File: src/rtl/scl_timing_pkg.sv
package scl_timing_pkg;

  typedef enum logic [1:0] {
    PH_IDLE = 2'd0,
    PH_LOW  = 2'd1,
    PH_WAIT = 2'd2,
    PH_HIGH = 2'd3
  } scl_phase_e;

endpackage

File: src/rtl/scl_timing_clamp.sv
module scl_timing_clamp #(
  parameter int CNT_W = 12
) (
  input  logic [CNT_W-1:0] period_i,
  input  logic [CNT_W-1:0] low_i,
  input  logic [CNT_W-1:0] setup_i,
  input  logic [CNT_W-1:0] dsetup_i,
  output logic [CNT_W-1:0] low_len_o,
  output logic [CNT_W-1:0] high_len_o,
  output logic [CNT_W-1:0] chg_at_o,
  output logic [CNT_W-1:0] setup_len_o,
  output logic [CNT_W:0]   cond_len_o
);

  localparam logic [CNT_W-1:0] PER_MIN = CNT_W'(3);
  localparam logic [CNT_W-1:0] ONE     = CNT_W'(1);
  localparam logic [CNT_W-1:0] TWO     = CNT_W'(2);

  logic [CNT_W-1:0] per_eff;
  logic [CNT_W-1:0] low_max;
  logic [CNT_W-1:0] low_eff;
  logic [CNT_W-1:0] dsu_max;
  logic [CNT_W-1:0] dsu_eff;
  logic [CNT_W-1:0] set_eff;

  always_comb begin
    per_eff = (period_i < PER_MIN) ? PER_MIN : period_i;
    low_max = per_eff - TWO;
    if (low_i == '0)          low_eff = ONE;
    else if (low_i > low_max) low_eff = low_max;
    else                      low_eff = low_i;
    dsu_max = low_eff - ONE;
    dsu_eff = (dsetup_i > dsu_max) ? dsu_max : dsetup_i;
    set_eff = (setup_i == '0) ? ONE : setup_i;
  end

  assign low_len_o   = low_eff;
  assign high_len_o  = per_eff - low_eff;
  assign chg_at_o    = dsu_max - dsu_eff;
  assign setup_len_o = set_eff;
  assign cond_len_o  = {set_eff, 1'b0};

endmodule

File: src/rtl/scl_timing_phase.sv
module scl_timing_phase
  import scl_timing_pkg::*;
#(
  parameter int CNT_W = 12
) (
  input  logic             clk,
  input  logic             rst,
  input  logic             run_i,
  input  logic             cond_req_i,
  input  logic             scl_i,
  input  logic [CNT_W-1:0] low_len_i,
  input  logic [CNT_W-1:0] high_len_i,
  input  logic [CNT_W-1:0] chg_at_i,
  input  logic [CNT_W-1:0] setup_len_i,
  input  logic [CNT_W:0]   cond_len_i,
  output logic             load_o,
  output logic             scl_low_o,
  output logic             sda_change_o,
  output logic             sda_sample_o,
  output logic             cond_ok_o
);

  localparam int CW1 = CNT_W + 1;
  localparam logic [CW1-1:0] C_ONE = CW1'(1);

  scl_phase_e     st_q;
  logic [CW1-1:0] cnt_q;
  logic           cond_q;
  logic           sample_q;
  logic           cok_q;

  logic [CW1-1:0] hi_len;
  logic           low_last;
  logic           high_last;
  logic           seen_high;

  assign hi_len    = cond_q ? cond_len_i : {1'b0, high_len_i};
  assign low_last  = (cnt_q == ({1'b0, low_len_i} - C_ONE));
  assign high_last = (cnt_q == (hi_len - C_ONE));
  assign seen_high = (st_q == PH_WAIT) && scl_i;
  assign load_o    = (st_q == PH_IDLE) && run_i;

  always_ff @(posedge clk) begin
    if (rst) begin
      st_q     <= PH_IDLE;
      cnt_q    <= '0;
      cond_q   <= 1'b0;
      sample_q <= 1'b0;
      cok_q    <= 1'b0;
    end else begin
      sample_q <= seen_high && !cond_q;
      cok_q    <= cond_q &&
                  ((seen_high && (setup_len_i == CNT_W'(1))) ||
                   ((st_q == PH_HIGH) && (cnt_q == ({1'b0, setup_len_i} - C_ONE))));
      unique case (st_q)
        PH_IDLE: begin
          if (run_i) begin
            st_q   <= PH_WAIT;
            cond_q <= 1'b1;
            cnt_q  <= '0;
          end
        end
        PH_LOW: begin
          if (low_last) begin
            st_q   <= PH_WAIT;
            cond_q <= cond_req_i;
            cnt_q  <= '0;
          end else begin
            cnt_q <= cnt_q + C_ONE;
          end
        end
        PH_WAIT: begin
          if (scl_i) begin
            st_q  <= PH_HIGH;
            cnt_q <= C_ONE;
          end
        end
        PH_HIGH: begin
          if (high_last) begin
            st_q  <= run_i ? PH_LOW : PH_IDLE;
            cnt_q <= '0;
          end else begin
            cnt_q <= cnt_q + C_ONE;
          end
        end
        default: st_q <= PH_IDLE;
      endcase
    end
  end

  assign scl_low_o    = (st_q == PH_LOW);
  assign sda_change_o = (st_q == PH_LOW) && (cnt_q == {1'b0, chg_at_i});
  assign sda_sample_o = sample_q;
  assign cond_ok_o    = cok_q;

endmodule

File: src/rtl/scl_timing_gen.sv
module scl_timing_gen #(
  parameter int CNT_W = 12
) (
  input  logic             clk,
  input  logic             rst,
  input  logic             run_i,
  input  logic             cond_req_i,
  input  logic             scl_i,
  input  logic [CNT_W-1:0] cfg_period_i,
  input  logic [CNT_W-1:0] cfg_low_i,
  input  logic [CNT_W-1:0] cfg_setup_i,
  input  logic [CNT_W-1:0] cfg_dsetup_i,
  output logic             scl_low_o,
  output logic             sda_change_o,
  output logic             sda_sample_o,
  output logic             cond_ok_o
);

  logic [CNT_W-1:0] low_d, high_d, chg_d, set_d;
  logic [CNT_W:0]   cond_d;
  logic [CNT_W-1:0] low_q, high_q, chg_q, set_q;
  logic [CNT_W:0]   cond_q;
  logic             load;

  scl_timing_clamp #(.CNT_W(CNT_W)) u_clamp (
    .period_i    (cfg_period_i),
    .low_i       (cfg_low_i),
    .setup_i     (cfg_setup_i),
    .dsetup_i    (cfg_dsetup_i),
    .low_len_o   (low_d),
    .high_len_o  (high_d),
    .chg_at_o    (chg_d),
    .setup_len_o (set_d),
    .cond_len_o  (cond_d)
  );

  always_ff @(posedge clk) begin
    if (rst) begin
      low_q  <= CNT_W'(1);
      high_q <= CNT_W'(2);
      chg_q  <= '0;
      set_q  <= CNT_W'(1);
      cond_q <= (CNT_W+1)'(2);
    end else if (load) begin
      low_q  <= low_d;
      high_q <= high_d;
      chg_q  <= chg_d;
      set_q  <= set_d;
      cond_q <= cond_d;
    end
  end

  scl_timing_phase #(.CNT_W(CNT_W)) u_phase (
    .clk          (clk),
    .rst          (rst),
    .run_i        (run_i),
    .cond_req_i   (cond_req_i),
    .scl_i        (scl_i),
    .low_len_i    (low_q),
    .high_len_i   (high_q),
    .chg_at_i     (chg_q),
    .setup_len_i  (set_q),
    .cond_len_i   (cond_q),
    .load_o       (load),
    .scl_low_o    (scl_low_o),
    .sda_change_o (sda_change_o),
    .sda_sample_o (sda_sample_o),
    .cond_ok_o    (cond_ok_o)
  );

endmodule

File: config.mk
export PLATFORM = sky130hd
export DESIGN_NAME = scl_timing_gen
export DESIGN_NICKNAME = d
export VERILOG_FILES = /design/src/rtl/scl_timing_pkg.sv /design/src/rtl/scl_timing_clamp.sv /design/src/rtl/scl_timing_phase.sv /design/src/rtl/scl_timing_gen.sv
export SDC_FILE = /design/constraint.sdc
export NUM_CORES = 1
export LEC_CHECK = 0
export ABC_CLOCK_PERIOD_IN_PS = 12700
export BUFFER_PORTS_ARGS = -buffer_cell sky130_fd_sc_hd__buf_2
export CAP_MARGIN = 10
export CORE_UTILIZATION = 63
export CTS_CLUSTER_SIZE = 24
export DETAILED_ROUTE_END_ITERATION = 7
export GPL_TIMING_DRIVEN = 0
export PLACE_DENSITY_LB_ADDON = 0.15
export SLEW_MARGIN = 20
export SYNTH_ARGS = -nofsm -noshare
export SYNTH_HDL_FRONTEND = slang
export SYNTH_HIERARCHICAL = 1
export SYNTH_SLANG_ARGS = --single-unit
export TNS_END_PERCENT = 1
File: constraint.sdc
create_clock -name clk -period 12.7 [get_ports clk]
set_clock_uncertainty 0.15 [all_clocks]
set_input_delay 2.54 -clock clk [delete_from_list [all_inputs] [get_ports clk]]
set_output_delay 2.54 -clock clk [all_outputs]
set_load 0.1 [all_outputs]
==> results.json <==
{
  "ios": 57,
  "hp-class": "reg2reg",
  "ys_async_sr_fraction": 0,
  "initial_core_util": 0.645,
  "cts.clk_slew.worst_paths_ns": 0.06,
  "finalNonFillerCells": 1184,
  "synthTopCellsByArea": "dfxtp_1, mux2i_1, ha_1",
  "drive_gt1_frac": 0.176,
  "synth_most_common_cell": "nor2_1",
  "cts_tree": "done",
  "die_w_um": 113,
  "gr-usage-met3": 0.0359,
  "path_delay_family": "simple AND/OR/NAND/NOR gates",
  "synth-main-ff-cell": "dfxtp_1",
  "tns_ns": 0,
  "maxCapViolCount": 0,
  "cts_buffers": 9,
  "fmax_mhz": 82.5,
  "finalSetupViolCount": 0,
  "die_area_sq_um": 12700,
  "power.total_mw": 1.07,
  "slew_headroom": 0.497,
  "globalRouteTotalUtil": 0.309,
  "startpoint_type": "input port",
  "yosysUniqueCellTypes": 103,
  "final_util": 0.726,
  "fillers": 964,
  "synth-edff-count": 0,
  "htree_levels": 3,
  "worstPathRequired_ns": 12.83,
  "fin_ws_ns": 0.577,
  "fin_crit_sh": 0.955,
  "crit_path_top_delay_cell": "or4_4",
  "vias_per_cell": 6.01,
  "synth_common_cells": "nor2_1, mux2i_1, dfxtp_1",
  "routed-via-count": 7117,
  "globalRouteMet1Util": 0.381,
  "wl_per_cell_um": 16.6,
  "hold_violations": 0,
  "syn_area_per_cell_sq_um": 8.07,
  "ys_ff_latch": 79,
  "drt-pass1-iter-count": 7,
  "place_congestion": 0.913,
  "drcViolationCount": 1,
  "syn_nets": 1064,
  "dpl_cell_area_sq_um": 8200,
  "row_count": 40,
  "grt_max_degree": 15,
  "critPathMaxStageDelay_ns": 0.59,
  "antenna_left": 0,
  "synth_compound_area_frac": 0.134,
  "cp_num_buf_inv": 4,
  "antenna_found_initial": 0,
  "dp_hpwl_um": 14900,
  "syn_area_sq_um": 7740,
  "port-buffer-count": 54,
  "grt_use_met2": 0.533,
  "grt_pass1_wl_um": 31300,
  "fin_crit_ns": 12.12,
  "clk_path_buf_depth": 2,
  "clock_latency_ns": 0.34,
  "area_delta_synth_final_pct": 12.6,
  "max-vdd-ir-drop_mv": 0.0756,
  "violations": "design-rule violations",
  "cts_root_buf": "clkbuf_16",
  "grt_pass1_vias": 6533,
  "crit_top_cell": "ha_1",
  "cp.arrival_ns": 12.25,
  "syn_inst": 960,
  "yosysTopAreaCell": "dfxtp_1",
  "status": "finished with violations",
  "worstMarginPinSlew_ns": 0.755,
  "p_leak_nw": 3.65,
  "core_area_sq_um": 12000,
  "nNetsFinal": 1136,
  "synth_xor_area_frac": 0.0973,
  "yosysWarningCount": 6,
  "crit_fanout": 10,
  "drt-initial-drc-count": 478,
  "final_area_sq_um": 8720,
  "drv_slew": 0,
  "overflow": 0,
  "synth_top_family_by_area": "simple AND/OR/NAND/NOR gates",
  "dp_cells": 1161,
  "p_per_area_nw_per_um2": 123,
  "synth_top_area_frac": 0.204,
  "setup.worst_path.class": "in2reg",
  "cts.sinks": 79,
  "die_h_um": 113,
  "antenna_cells": 0,
  "end_kind": "flop",
  "synth_seq_area_share": 0.204,
  "whs_ns": 0.360,
  "top_usage_layer": "met2",
  "wirelength_um": 19600,
  "pre_cts_slack_ns": -1.08,
  "synth_mux_area_frac": 0.127,
  "yosys.area_share.simple": 0.251,
  "synth_fa_ha_area_frac": 0.0856
}
==> report_power, final <==
| group | internal (mW) | total [mW] | switching, mW |
|---|---|---|---|
| logic | 0.219 | 0.486 | 0.267 |
| clock network | 0.174 | 0.281 | 0.107 |
| registers | 0.275 | 0.301 | 0.0267 |
| total | 0.668 | 1.07 | 0.401 |
==> per-layer routing <==
metal | vias up | routed length, um
li1 | 3534 | -
met1 | 3295 | 8720
met2 | 232 | 9160
met3 | 56 | 942
met4 | 0 | 813
met5 | - | 0
==> flip-flops by register name (all words and copies together) (netlist names) <==
| register | flops |
|---|---|
| chg_q | 12 |
| cond_q | 13 |
| u_phase/st_q | 2 |
| u_phase/cond_ok_o | 1 |
| u_phase/cond_q | 1 |
| u_phase/cnt_q | 13 |
| high_q | 12 |
| low_q | 12 |
| u_phase/sda_sample_o | 1 |
| set_q | 12 |
==> final timing paths <==
| kind | slack (ns) | start | end | depth (start not counted) |
|---|---|---|---|---|
| max reg2reg | 8.81 | u_phase/cond_q | u_phase/cnt_q[0] | 14 |
| max | 0.58 | cfg_period_i[4] | chg_q[10] | 48 |
| min reg2reg | 0.36 | high_q[11] | high_q[11] | 2 |
| min | 0.36 | high_q[11] | high_q[11] | 2 |
==> cells in the final DEF (no fill, tap or decap), drive strengths merged, types with 6 or more instances in the layout <==
cell type  count
mux2i         92
nor3          28
xnor2         59
buf          106
ha            49
a211o          9
or3            7
dfxtp         79
nand2         50
a21boi        10
clkbuf        45
o211ai         8
o21ai         28
nand3         32
or4            6
xor2          27
nor3b          9
a211oi         7
nor2b         19
nor4          27
inv           62
a21oi         26
nor2         117
o31ai          6
a31oi          9
nand4         17
or2            7
==> cells by family (layout without fill, tap and decap cells) <==
family	Yosys count	after routing
adder cells (fa/ha/maj)	52	52
XOR/XNOR	86	86
buffers and inverters	143	220
multiplexers	97	97
AO/OA/AOI/OAI	144	144
AND/OR/NAND/NOR	358	358
other	1	1
flip-flops	79	79
==> worst register-to-register path, cell delays in order, from the launching register on <==
cell,delay [ns]
dfxtp_1,0.38
buf_2,0.24
buf_2,0.29
mux2i_1,0.23
ha_1,0.25
or4b_2,0.62
nand2_1,0.12
nand4_1,0.21
nor4_1,0.33
nor3_1,0.08
a211o_1,0.30
buf_4,0.19
buf_6,0.16
a31oi_1,0.17
nor2_1,0.06
==> final cells by class <==
cell class                      instances  area (sq um)  area share
Inverter                               61           229      0.0263
Tap cell                              147           184      0.0211
Multi-Input combinational cell        738          5520       0.633
Sequential cell                        79          1580       0.181
Timing Repair Buffer                   61           323      0.0370
Clock inverter                          6          93.8      0.0108
Buffer                                 82           558      0.0640
Clock buffer                           10           229      0.0263
==> repair_timing <==
action / CTS / global route
resized for setup: 7 / 21
pin swaps: 0 / 4
setup buffers: 0 / 7
endpoints found under the setup margin: 2 / 4
hold buffers: 0 / 0
Note: power is estimated with default switching activity, not from simulation.
